`src/rtl/mdio_bridge_pkg.sv`:
```
package mdio_bridge_pkg;

    localparam int DATA_W  = 16;
    localparam int ADDR_W  = 16;
    localparam int NUM_WIN = 2;

    // Inclusive bounds of the accepted internal windows (index 0 first).
    localparam logic [NUM_WIN-1:0][ADDR_W-1:0] WIN_LO = {16'hF400, 16'hE000};
    localparam logic [NUM_WIN-1:0][ADDR_W-1:0] WIN_HI = {16'hF822, 16'hED46};

    localparam logic [1:0] OP_RD = 2'b10;
    localparam logic [1:0] OP_WR = 2'b01;

    localparam logic [4:0] REG_DATA = 5'h00;
    localparam logic [4:0] REG_ADDR = 5'h1F;

    typedef enum logic [2:0] {
        ST_PRE,
        ST_START,
        ST_HDR,
        ST_TA,
        ST_DATA
    } frame_state_e;

endpackage

```
`src/rtl/mdio_in_sync.sv`:
```
module mdio_in_sync #(
    parameter int STAGES = 2
) (
    input  logic clk,
    input  logic rst_n,
    input  logic mdc_i,
    input  logic mdio_i,
    output logic rise_o,
    output logic bit_o
);
    typedef struct packed {
        logic [STAGES-1:0] mdc;
        logic [STAGES-1:0] dat;
        logic              mdc_last;
    } sync_t;

    sync_t q, d;

    always_comb begin
        d          = q;
        d.mdc      = {q.mdc[STAGES-2:0], mdc_i};
        d.dat      = {q.dat[STAGES-2:0], mdio_i};
        d.mdc_last = q.mdc[STAGES-1];
    end

    always_ff @(posedge clk) begin
        if (!rst_n) begin
            q.mdc      <= '0;
            q.dat      <= '1;
            q.mdc_last <= 1'b0;
        end else begin
            q <= d;
        end
    end

    assign rise_o = q.mdc[STAGES-1] & ~q.mdc_last;
    assign bit_o  = q.dat[STAGES-1];

endmodule

```
`src/rtl/mdio_frame_engine.sv`:
```
module mdio_frame_engine
    import mdio_bridge_pkg::*;
#(
    parameter int PRE_MIN = 32
) (
    input  logic              clk,
    input  logic              rst_n,
    input  logic [4:0]        phy_addr_i,
    input  logic              rise_i,
    input  logic              bit_i,
    input  logic [DATA_W-1:0] rd_data_i,
    output logic              launch_o,
    output logic              commit_o,
    output logic [4:0]        reg_o,
    output logic [DATA_W-1:0] wdata_o,
    output logic              mdio_o,
    output logic              mdio_oe_o
);
    localparam int CW = $clog2(PRE_MIN + 1);
    localparam logic [CW-1:0] PRE_LIM = CW'(PRE_MIN);

    typedef struct packed {
        frame_state_e      st;
        logic [CW-1:0]     ones;
        logic [3:0]        cnt;
        logic [11:0]       hdr;
        logic [DATA_W-1:0] sh;
        logic              rd;
        logic              oe;
        logic              o;
        logic              launch;
        logic              commit;
    } eng_t;

    eng_t q, d;

    always_comb begin
        d        = q;
        d.launch = 1'b0;
        d.commit = 1'b0;
        if (rise_i) begin
            unique case (q.st)
                ST_PRE: begin
                    if (bit_i) begin
                        if (q.ones != PRE_LIM) d.ones = q.ones + 1'b1;
                    end else begin
                        d.ones = '0;
                        if (q.ones == PRE_LIM) d.st = ST_START;
                    end
                end
                ST_START: begin
                    d.cnt = 4'd0;
                    d.st  = bit_i ? ST_HDR : ST_PRE;
                end
                ST_HDR: begin
                    d.hdr = {q.hdr[10:0], bit_i};
                    d.cnt = q.cnt + 1'b1;
                    if (q.cnt == 4'd11) begin
                        d.cnt = 4'd0;
                        if ((d.hdr[9:5] == phy_addr_i) &&
                            ((d.hdr[11:10] == OP_RD) || (d.hdr[11:10] == OP_WR))) begin
                            d.st     = ST_TA;
                            d.rd     = (d.hdr[11:10] == OP_RD);
                            d.launch = (d.hdr[11:10] == OP_RD);
                        end else begin
                            d.st = ST_PRE;
                        end
                    end
                end
                ST_TA: begin
                    if (q.cnt == 4'd0) begin
                        d.cnt = 4'd1;
                        if (q.rd) begin
                            d.oe = 1'b1;
                            d.o  = 1'b0;
                        end
                    end else begin
                        d.cnt = 4'd0;
                        d.st  = ST_DATA;
                        if (q.rd) begin
                            d.o  = rd_data_i[DATA_W-1];
                            d.sh = {rd_data_i[DATA_W-2:0], 1'b0};
                        end
                    end
                end
                ST_DATA: begin
                    d.cnt = q.cnt + 1'b1;
                    if (q.rd) begin
                        if (q.cnt != 4'd15) begin
                            d.o  = q.sh[DATA_W-1];
                            d.sh = {q.sh[DATA_W-2:0], 1'b0};
                        end else begin
                            d.oe = 1'b0;
                            d.o  = 1'b1;
                        end
                    end else begin
                        d.sh = {q.sh[DATA_W-2:0], bit_i};
                    end
                    if (q.cnt == 4'd15) begin
                        d.st     = ST_PRE;
                        d.ones   = '0;
                        d.rd     = 1'b0;
                        d.commit = ~q.rd;
                    end
                end
                default: d.st = ST_PRE;
            endcase
        end
    end

    always_ff @(posedge clk) begin
        if (!rst_n) begin
            q.st     <= ST_PRE;
            q.ones   <= '0;
            q.cnt    <= '0;
            q.hdr    <= '0;
            q.sh     <= '0;
            q.rd     <= 1'b0;
            q.oe     <= 1'b0;
            q.o      <= 1'b1;
            q.launch <= 1'b0;
            q.commit <= 1'b0;
        end else begin
            q <= d;
        end
    end

    assign launch_o  = q.launch;
    assign commit_o  = q.commit;
    assign reg_o     = q.hdr[4:0];
    assign wdata_o   = q.sh;
    assign mdio_o    = q.o;
    assign mdio_oe_o = q.oe;

    // the line only moves in the cycle after a detected MDC rise
    p_out_stable_r8: assert property (@(posedge clk) disable iff (!rst_n)
        !rise_i |=> ($stable(mdio_o) && $stable(mdio_oe_o)));

    // a request toward the bus follows a detected MDC rise
    p_pulse_after_rise_r2: assert property (@(posedge clk) disable iff (!rst_n)
        (launch_o || commit_o) |-> $past(rise_i));

endmodule

```
`src/rtl/window_check.sv`:
```
module window_check
    import mdio_bridge_pkg::*;
#(
    localparam int SEL_W = (NUM_WIN > 1) ? $clog2(NUM_WIN) : 1
) (
    input  logic [ADDR_W-1:0] addr_i,
    output logic              hit_o,
    output logic [SEL_W-1:0]  sel_o
);
    logic [NUM_WIN-1:0] hits;

    for (genvar g = 0; g < NUM_WIN; g++) begin : g_win
        assign hits[g] = (addr_i >= WIN_LO[g]) && (addr_i <= WIN_HI[g]);
    end

    always_comb begin
        sel_o = '0;
        for (int i = 0; i < NUM_WIN; i++) begin
            if (hits[i]) sel_o = SEL_W'(i);
        end
    end

    assign hit_o = |hits;

endmodule

```
`src/rtl/reg_window_master.sv`:
```
module reg_window_master
    import mdio_bridge_pkg::*;
(
    input  logic              clk,
    input  logic              rst_n,
    input  logic              launch_i,
    input  logic              commit_i,
    input  logic [4:0]        reg_i,
    input  logic [DATA_W-1:0] wdata_i,
    output logic [DATA_W-1:0] rdata_o,
    output logic              bus_req_o,
    output logic              bus_we_o,
    output logic [ADDR_W-1:0] bus_addr_o,
    output logic [DATA_W-1:0] bus_wdata_o,
    input  logic              bus_ack_i,
    input  logic [DATA_W-1:0] bus_rdata_i
);
    typedef struct packed {
        logic [ADDR_W-1:0] tgt;
        logic [DATA_W-1:0] rdata;
        logic              req;
        logic              we;
        logic [ADDR_W-1:0] addr;
        logic [DATA_W-1:0] wdata;
    } mst_t;

    mst_t q, d;
    logic in_win;
    logic win_sel;

    window_check u_win (
        .addr_i (q.tgt),
        .hit_o  (in_win),
        .sel_o  (win_sel)
    );

    always_comb begin
        d = q;
        if (q.req && bus_ack_i) begin
            d.req = 1'b0;
            if (!q.we) d.rdata = bus_rdata_i;
        end
        if (launch_i) begin
            d.rdata = '0;
            if (reg_i == REG_ADDR) begin
                d.rdata = q.tgt;
            end else if ((reg_i == REG_DATA) && in_win) begin
                d.req  = 1'b1;
                d.we   = 1'b0;
                d.addr = q.tgt;
            end
        end
        if (commit_i) begin
            if (reg_i == REG_ADDR) begin
                d.tgt = wdata_i;
            end else if ((reg_i == REG_DATA) && in_win) begin
                d.req   = 1'b1;
                d.we    = 1'b1;
                d.addr  = q.tgt;
                d.wdata = wdata_i;
            end
        end
    end

    always_ff @(posedge clk) begin
        if (!rst_n) begin
            q <= '0;
        end else begin
            q <= d;
        end
    end

    assign rdata_o     = q.rdata;
    assign bus_req_o   = q.req;
    assign bus_we_o    = q.we;
    assign bus_addr_o  = q.addr;
    assign bus_wdata_o = q.wdata;

    // a pending request holds its payload until acknowledged
    p_req_hold_r5: assert property (@(posedge clk) disable iff (!rst_n)
        (bus_req_o && !bus_ack_i) |=>
            (bus_req_o && $stable(bus_addr_o) && $stable(bus_we_o) && $stable(bus_wdata_o)));

    // an out-of-window data write never raises a request
    p_drop_outside_r7: assert property (@(posedge clk) disable iff (!rst_n)
        (commit_i && (reg_i == REG_DATA) && !in_win && !bus_req_o) |=> !bus_req_o);

    // the window used for the request matches the latched target
    p_sel_valid_r10: assert property (@(posedge clk) disable iff (!rst_n)
        (launch_i && in_win) |-> (win_sel == (q.tgt >= WIN_LO[1])));

endmodule

```
`src/rtl/test_regfile.sv`:
```
module test_regfile
    import mdio_bridge_pkg::*;
#(
    parameter int IDX_W = 3
) (
    input  logic              clk,
    input  logic              rst_n,
    input  logic              req_i,
    input  logic              we_i,
    input  logic [ADDR_W-1:0] addr_i,
    input  logic [DATA_W-1:0] wdata_i,
    output logic              ack_o,
    output logic [DATA_W-1:0] rdata_o
);
    localparam int SEL_W   = (NUM_WIN > 1) ? $clog2(NUM_WIN) : 1;
    localparam int WORDS   = NUM_WIN << IDX_W;
    localparam int INDEX_W = SEL_W + IDX_W;

    logic [DATA_W-1:0] mem_q [WORDS];
    logic [DATA_W-1:0] mem_d [WORDS];
    logic              ack_q, ack_d;
    logic [DATA_W-1:0] rd_q, rd_d;
    logic              hit;
    logic [SEL_W-1:0]  sel;
    logic [INDEX_W-1:0] idx;

    window_check u_win (
        .addr_i (addr_i),
        .hit_o  (hit),
        .sel_o  (sel)
    );

    assign idx = {sel, addr_i[IDX_W-1:0]};

    always_comb begin
        mem_d = mem_q;
        ack_d = 1'b0;
        rd_d  = rd_q;
        if (req_i && !ack_q) begin
            ack_d = 1'b1;
            rd_d  = hit ? mem_q[idx] : '0;
            if (we_i && hit) mem_d[idx] = wdata_i;
        end
    end

    always_ff @(posedge clk) begin
        if (!rst_n) begin
            for (int i = 0; i < WORDS; i++) mem_q[i] <= '0;
            ack_q <= 1'b0;
            rd_q  <= '0;
        end else begin
            mem_q <= mem_d;
            ack_q <= ack_d;
            rd_q  <= rd_d;
        end
    end

    assign ack_o   = ack_q;
    assign rdata_o = rd_q;

    // only in-window addresses are ever requested
    p_req_in_window_r7: assert property (@(posedge clk) disable iff (!rst_n)
        req_i |-> hit);

    // every acknowledge answers a request of the previous cycle
    p_ack_after_req_r10: assert property (@(posedge clk) disable iff (!rst_n)
        ack_o |-> $past(req_i));

endmodule

```
`src/rtl/mdio_indirect_bridge.sv`:
```
module mdio_indirect_bridge
    import mdio_bridge_pkg::*;
#(
    parameter int PRE_MIN     = 32,
    parameter int SYNC_STAGES = 2,
    parameter int IDX_W       = 3
) (
    input  logic       clk,
    input  logic       rst_n,
    input  logic [4:0] phy_addr_i,
    input  logic       mdc_i,
    input  logic       mdio_i,
    output logic       mdio_o,
    output logic       mdio_oe_o
);
    logic              rise;
    logic              sbit;
    logic              launch;
    logic              commit;
    logic [4:0]        regad;
    logic [DATA_W-1:0] wdata;
    logic [DATA_W-1:0] rdata;
    logic              bus_req;
    logic              bus_we;
    logic [ADDR_W-1:0] bus_addr;
    logic [DATA_W-1:0] bus_wdata;
    logic              bus_ack;
    logic [DATA_W-1:0] bus_rdata;

    mdio_in_sync #(.STAGES(SYNC_STAGES)) u_sync (
        .clk    (clk),
        .rst_n  (rst_n),
        .mdc_i  (mdc_i),
        .mdio_i (mdio_i),
        .rise_o (rise),
        .bit_o  (sbit)
    );

    mdio_frame_engine #(.PRE_MIN(PRE_MIN)) u_engine (
        .clk        (clk),
        .rst_n      (rst_n),
        .phy_addr_i (phy_addr_i),
        .rise_i     (rise),
        .bit_i      (sbit),
        .rd_data_i  (rdata),
        .launch_o   (launch),
        .commit_o   (commit),
        .reg_o      (regad),
        .wdata_o    (wdata),
        .mdio_o     (mdio_o),
        .mdio_oe_o  (mdio_oe_o)
    );

    reg_window_master u_master (
        .clk         (clk),
        .rst_n       (rst_n),
        .launch_i    (launch),
        .commit_i    (commit),
        .reg_i       (regad),
        .wdata_i     (wdata),
        .rdata_o     (rdata),
        .bus_req_o   (bus_req),
        .bus_we_o    (bus_we),
        .bus_addr_o  (bus_addr),
        .bus_wdata_o (bus_wdata),
        .bus_ack_i   (bus_ack),
        .bus_rdata_i (bus_rdata)
    );

    test_regfile #(.IDX_W(IDX_W)) u_regs (
        .clk     (clk),
        .rst_n   (rst_n),
        .req_i   (bus_req),
        .we_i    (bus_we),
        .addr_i  (bus_addr),
        .wdata_i (bus_wdata),
        .ack_o   (bus_ack),
        .rdata_o (bus_rdata)
    );

    // an internal read completes before the engine drives the first data bit
    p_read_done_before_data_r6: assert property (@(posedge clk) disable iff (!rst_n)
        $rose(mdio_oe_o) |-> !bus_req);

endmodule

```
`config.mk`:
```
export PLATFORM = sky130hd
export DESIGN_NAME = mdio_indirect_bridge
export DESIGN_NICKNAME = d
export VERILOG_FILES = /design/src/rtl/mdio_bridge_pkg.sv /design/src/rtl/mdio_in_sync.sv /design/src/rtl/mdio_frame_engine.sv /design/src/rtl/window_check.sv /design/src/rtl/reg_window_master.sv /design/src/rtl/test_regfile.sv /design/src/rtl/mdio_indirect_bridge.sv
export SDC_FILE = /design/constraint.sdc
export NUM_CORES = 1
export LEC_CHECK = 0
export BUFFER_PORTS_ARGS = -buffer_cell sky130_fd_sc_hd__buf_4
export CAP_MARGIN = 20
export CORE_MARGIN = 1.5
export CORE_UTILIZATION = 57
export DETAILED_ROUTE_END_ITERATION = 10
export GPL_TIMING_DRIVEN = 0
export MAX_ROUTING_LAYER = met4
export PLACE_DENSITY = 0.76
export SYNTH_ARGS = -nofsm -noshare
export SYNTH_HDL_FRONTEND = slang
export SYNTH_SLANG_ARGS = --single-unit
```
`constraint.sdc`:
```
create_clock -name clk -period 2.26 [get_ports clk]
set_input_delay 0.226 -clock clk [delete_from_list [all_inputs] [get_ports clk]]
set_output_delay 0.226 -clock clk [all_outputs]
set_load 0.01 [all_outputs]
```
Word-level counts from Yosys, hierarchy flattened
Index checks and enable logic that the tools add are counted.
{ "totals": {"ff_bits": 389, "inputBits": 9, "out_inout_bits": 2} }
{ "classes": {"add_sub_neg": 2, "order_cmp": 10, "n_eq_ne": 26, "mux": 49, "bitwise": 5, "reduce_logical": 36} }
{ "ops": {"columns": ["operator", "count"], "rows": [
  ["bitwise mux 256 bit", 1],
  ["2-to-1 mux 16 bit", 10],
  ["2-to-1 mux 34 bit", 4],
  ["binary-select mux 16 bit (select 4 bit)", 1],
  ["demux 16 bit (select 4 bit)", 1],
  ["greater-or-equal comparator 16 bit (second input constant)", 4],
  ["less-or-equal comparator 16 bit (second input constant)", 4],
  ["2-to-1 mux 18 bit", 2],
  ["case mux 16 bit (2 select lines)", 1],
  ["2-to-1 mux 17 bit", 1],
  ["case mux 4 bit (4 select lines)", 1],
  ["case mux 3 bit (5 select lines)", 1],
  ["AND reduction 5 bit", 3],
  ["inequality test 2 x 1 -> 1 bit (second input constant)", 7],
  ["2-to-1 mux 3 bit", 4],
  ["2-to-1 mux 6 bit", 2],
  ["case mux 6 bit (2 select lines)", 1],
  ["AND reduction 4 bit", 3],
  ["AND reduction 6 bit", 2],
  ["2-to-1 mux 1 bit", 11],
  ["logical AND 1 bit", 10],
  ["AND reduction 2 bit", 5],
  ["2-to-1 mux 9 bit", 1],
  ["== test 4 bit (second input constant)", 2],
  ["33 further kinds", 46]
]} }

Longest topological paths before layout
{ "depth": {"word_depth": 10, "depth_mapped": 9} }

Cells and area by module
A second synthesis with hierarchy kept.
{ "hier_totals": {"hier_cells": 1704, "hier_area_um2": 18287.5} }
{ "modules_own_cells": {"columns": ["module", "instances", "cells_each", "area_each_um2"], "rows": [
  ["test_regfile", 1, 1039, 12390.6],
  ["reg_window_master", 1, 309, 2947.8],
  ["mdio_frame_engine", 1, 312, 2539.9],
  ["window_check at u_regs.u_win", 1, 16, 155.1],
  ["mdio_in_sync", 1, 11, 137.6],
  ["window_check at u_master.u_win", 1, 17, 116.4]
]} }

Worst setup path after synthesis
No wires, ideal clock.
{ "synth_timing": {"kind": "register -> register", "startpoint": "register u_master.q (netlist bit u_master.bus_addr_o[0])", "endpoint": "register u_regs.mem_q[53] (netlist name)", "arrival_time_ns": 2.163, "required_time_ns": 2.132, "path_slack_ns": -0.030, "stages_incl_launch_ff": 9, "synth_period_minus_slack_ns": 2.290, "cell_sequence": "dfxtp_1 > buf_6 > a2111oi_4 > o211ai_2 > buf_6 > a2111oi_4 > buf_6 > mux2i_1 > nor2_1"} }
{ "synth_between": {"elab_chain_cells": 9} }
{ "synth_rtl": {"columns": ["element", "line", "source"], "rows": [
  ["start, declared", "reg_window_master.sv:27", "mst_t q, d;"],
  ["start signal, assigned", "reg_window_master.sv:67", "q <= '0;"],
  ["start signal, assigned", "reg_window_master.sv:69", "q <= d;"],
  ["greater-or-equal comparator 16 bit / less-or-equal comparator 16 bit (equally long branches)", "window_check.sv:13", "assign hits[g] = (addr_i >= WIN_LO[g]) && (addr_i <= WIN_HI[g]);"],
  ["logical AND 1 bit", "window_check.sv:13", null],
  ["2-to-1 mux 1 bit", "window_check.sv:19", "if (hits[i]) sel_o = SEL_W'(i);"],
  ["inverter 4 -> 5 bit (implied by the code)", "test_regfile.sv:42", "if (we_i && hit) mem_d[idx] = wdata_i;"],
  ["greater-or-equal comparator 5 bit (implied by the code) / < comparator 5 x 1 -> 1 bit (equally long branches)", "test_regfile.sv:42", null],
  ["logical AND 1 bit (implied by the code)", "test_regfile.sv:42", null],
  ["2-to-1 mux 16 bit (implied by the code)", "test_regfile.sv:42", null],
  ["demux 16 bit (select 4 bit)", "test_regfile.sv:42", null],
  ["bitwise mux 256 bit", "test_regfile.sv:42", null],
  ["end signal, assigned", "test_regfile.sv:52", "mem_q <= mem_d;"],
  ["end, declared", "test_regfile.sv:19", "logic [DATA_W-1:0] mem_q [WORDS];"]
]} }
Several ways; a longest one is shown, not always the timed one.
A chain may end at the register's enable or synchronous reset.

Worst setup path in the final report
{ "layout_timing": {"startpoint": "register u_master.q (netlist bit u_master.bus_addr_o[0])", "endpoint": "register u_regs.mem_q[118] (netlist name)"} }
Same word-level chain as after synthesis.

==> out/results.ini <==
[run_status]
status = complete, but fails checks
failed_checks = setup timing

[synthesis]
synth_fa_ha_area_frac = 0.00363
async_flop_share = 0
synth_top_family_by_area = multiplexers
ys_seq_elements = 389
synth_ff_type = dfxtp_1
synth_compound_area_frac = 0.0801
synth.distinct_cells = 62
yosysSeqAreaShare = 0.452
synthSimpleGateAreaFrac = 0.126
syn-num-nets = 1664
synthXorXnorAreaFrac = 0.00559
syn_inst = 1650
syn-cell-area_sq_mm = 0.0172
synth_area_per_cell_sq_um = 10.4
synth_edf_count = 0
yosysWarnings = 0
synthMuxAreaShare = 0.286

[critical_path]
cp_slowest_cell = a2111oi_4
worst_path_most_repeated_cell = buf_6
path_cells = a2111oi_4, o211ai_2, buf_6, a2111o_1, buf_6, clkbuf_16, mux2i_1, nor2_1
startpoint_type = flop
slowest_delay_ps = 480
critPathRequiredTime_ps = 2660
crit_path_end_kind = flop
criticalPathCategory = flop to flop
worstPathMaxFanout = 7
arrival_ps = 2720
reg2reg_slack_ps = -60

[global_route]
grt_pass1_vias = 12723
gr-usage-met1 = 0.410
gr-usage-all-layers = 0.319
grt_use_met2 = 0.491
top_usage_layer = met2
use_met3 = 0.0668
antenna_found_initial = 1
grt_max_degree = 14
grt_pass1_wl_um = 74000
overflow = 0

[sta]
tightest_slew_ps = 833
slew_violations = 0
post-route-period-util = 1.02
setup_tns_ps = -740
finalSetupViolations = 35
rsz0062_at_grt = yes
fin_crit_ps = 2320
fmax_mhz = 432
slew_headroom = 0.445
skew_ps = 20.7
layout_setup_ws_ps = -55.7
hold_viol = 0

[die]
placementRows = 63
core_area_sq_mm = 0.0297
pin_count = 11
die_h_um = 177
die_area_sq_mm = 0.0313
fp.dieW_um = 177
start_util = 0.580

[routing]
wl_per_cell_um = 22.8
drt_wl_total_um = 49500
vias = 13465
drt-pass1-iter-count = 7
drcViolationCount = 0
viasPerCell = 6.20
ant_nets = 0
drt_iter0_drc = 1372

[layout]
layout-drive-gt1-share = 0.177
stdcell_count = 2172
layout-area-overhead-vs-synth_pct = 17.5
fin_util = 0.681
mostFrequentLayoutCells = dfxtp_1, nor2_1, mux2i_1
nNetsFinal = 1766
layout_commonest_cell = dfxtp_1

[pwr]
powerDensity_mw_per_mm2 = 677
leakagePower_nw = 7.13
vdd_drop_max_mv = 0.565

[place]
numPortBuffers = 9
dp.cells = 2054
dpl.hpwl_um = 33000
pre_cts_slack_ps = -950
gp_congestion = 1.00

[clocking]
clk_latency_ps = 540
cts_root_buf = clkbuf_16
cts_tree = yes
cts_buffer_depth = 3
cts_buffers = 42
cts_num_sinks = 389
clkTransAtPathRegs_ps = 60
cts_htree_levels = 2

[flow_run]
drv_cap = 0

[worst_hold_path]
min_path_type = input port to flop

## metal layers
layer  wire length, um  part of all wire
met5                 0                 0
met4              2550             0.051
met3              4360             0.088
met2             22400              0.45
met1             20200              0.41
## worst paths after layout
path / startpoint / to / cells after the start
setup / recovery: u_master.bus_addr_o[0] / u_regs.mem_q[118] / 8
hold / removal: rst_n / u_regs.ack_o / 3
setup reg to reg: u_master.bus_addr_o[0] / u_regs.mem_q[118] / 8
hold reg to reg: u_sync.d[2] / u_sync.bit_o / 1
## logic make-up after synthesis
logic type / Yosys count
simple gates: 499
mux: 413
flops: 389
buf+inv: 170
compound gates: 163
xor+xnor: 11
fa+ha+maj: 5
## Yosys cell counts (6+ instances only)
cell type	instances	area share
mux2i_1	349	0.20
a22oi_1	20	0.0087
nor3_1	6	0.0017
a211oi_1	35	0.015
nand4_1	9	0.0033
inv_1	17	0.0037
and2_1	6	0.0022
buf_2	27	0.0078
nand2_1	77	0.017
o211a_1	12	0.0070
nand2b_1	7	0.0025
a2111oi_4	8	0.013
o21ai_0	9	0.0026
o21a_1	6	0.0026
mux4_2	64	0.084
xor2_1	9	0.0046
a21oi_1	21	0.0061
buf_6	18	0.012
o211ai_1	9	0.0039
dfxtp_1	389	0.45
nor4_1	7	0.0025
nor2_1	333	0.073
buf_1	9	0.0020
clkbuf_1	98	0.021
o221ai_1	11	0.0056
nand3_1	13	0.0038
nor2b_1	7	0.0025
nor4_2	7	0.0051
## worst max-delay path: cells and delay by family (launching register included)
kind                   cells  cell delay, ps
multiplexers               1             150
AND/OR/NAND/NOR            1              60
AO/OA/AOI/OAI              3            1070
buffers and inverters      3             520
flip-flops                 1             370
## timing repair
action                                  4_1_cts  5_1_grt
pin swaps                                    14       20
hold endpoints to repair                      2        0
setup buffers                                31        9
resized for setup                           112       63
hold buffers                                  2        0
endpoints found under the setup margin      308      271
gates cloned                                  6        3
## stage by stage
step                      cell area (sq um)  hold WS [ps]  power, mW
final                                 20200           197       13.7
after global routing                  20200           227       14.1
after CTS                             19900           188       13.8
after detailed placement              17800           403       7.23
after global placement                17800           399       7.23
after floorplan                       17200           327       7.14
## power by group
| part | internal, mW | switching, mW |
|---|---|---|
| logic | 0.0416 | 0.185 |
| clock network | 3.88 | 2.74 |
| registers | 6.86 | 0.00414 |
| total | 10.8 | 2.93 |
## registers in the layout, indices dropped and copies added (netlist names), 3 cells and up
| register | cells |
|---|---|
| u_regs.mem_q | 256 |
| u_engine.reg_o | 5 |
| u_master.q | 16 |
| u_master.bus_wdata_o | 16 |
| u_engine.wdata_o | 16 |
| u_master.bus_addr_o | 16 |
| u_regs.rdata_o | 16 |
| u_sync.d | 3 |
| u_master.rdata_o | 16 |
| u_engine.q | 20 |
## area by class of cell
type                    count  area [sq um]
diodes                      1          2.50
plain buffers             145           916
clock buffers              60          1190
clock inverters            13           124
fillers                  2153          9470
inverters                  18          67.6
multi-input cells        1091          8940
flip-flops and latches    389          7800
well taps                 390           488
repair buffers             65           726
No activity file was read; power rests on OpenSTA's default activity.
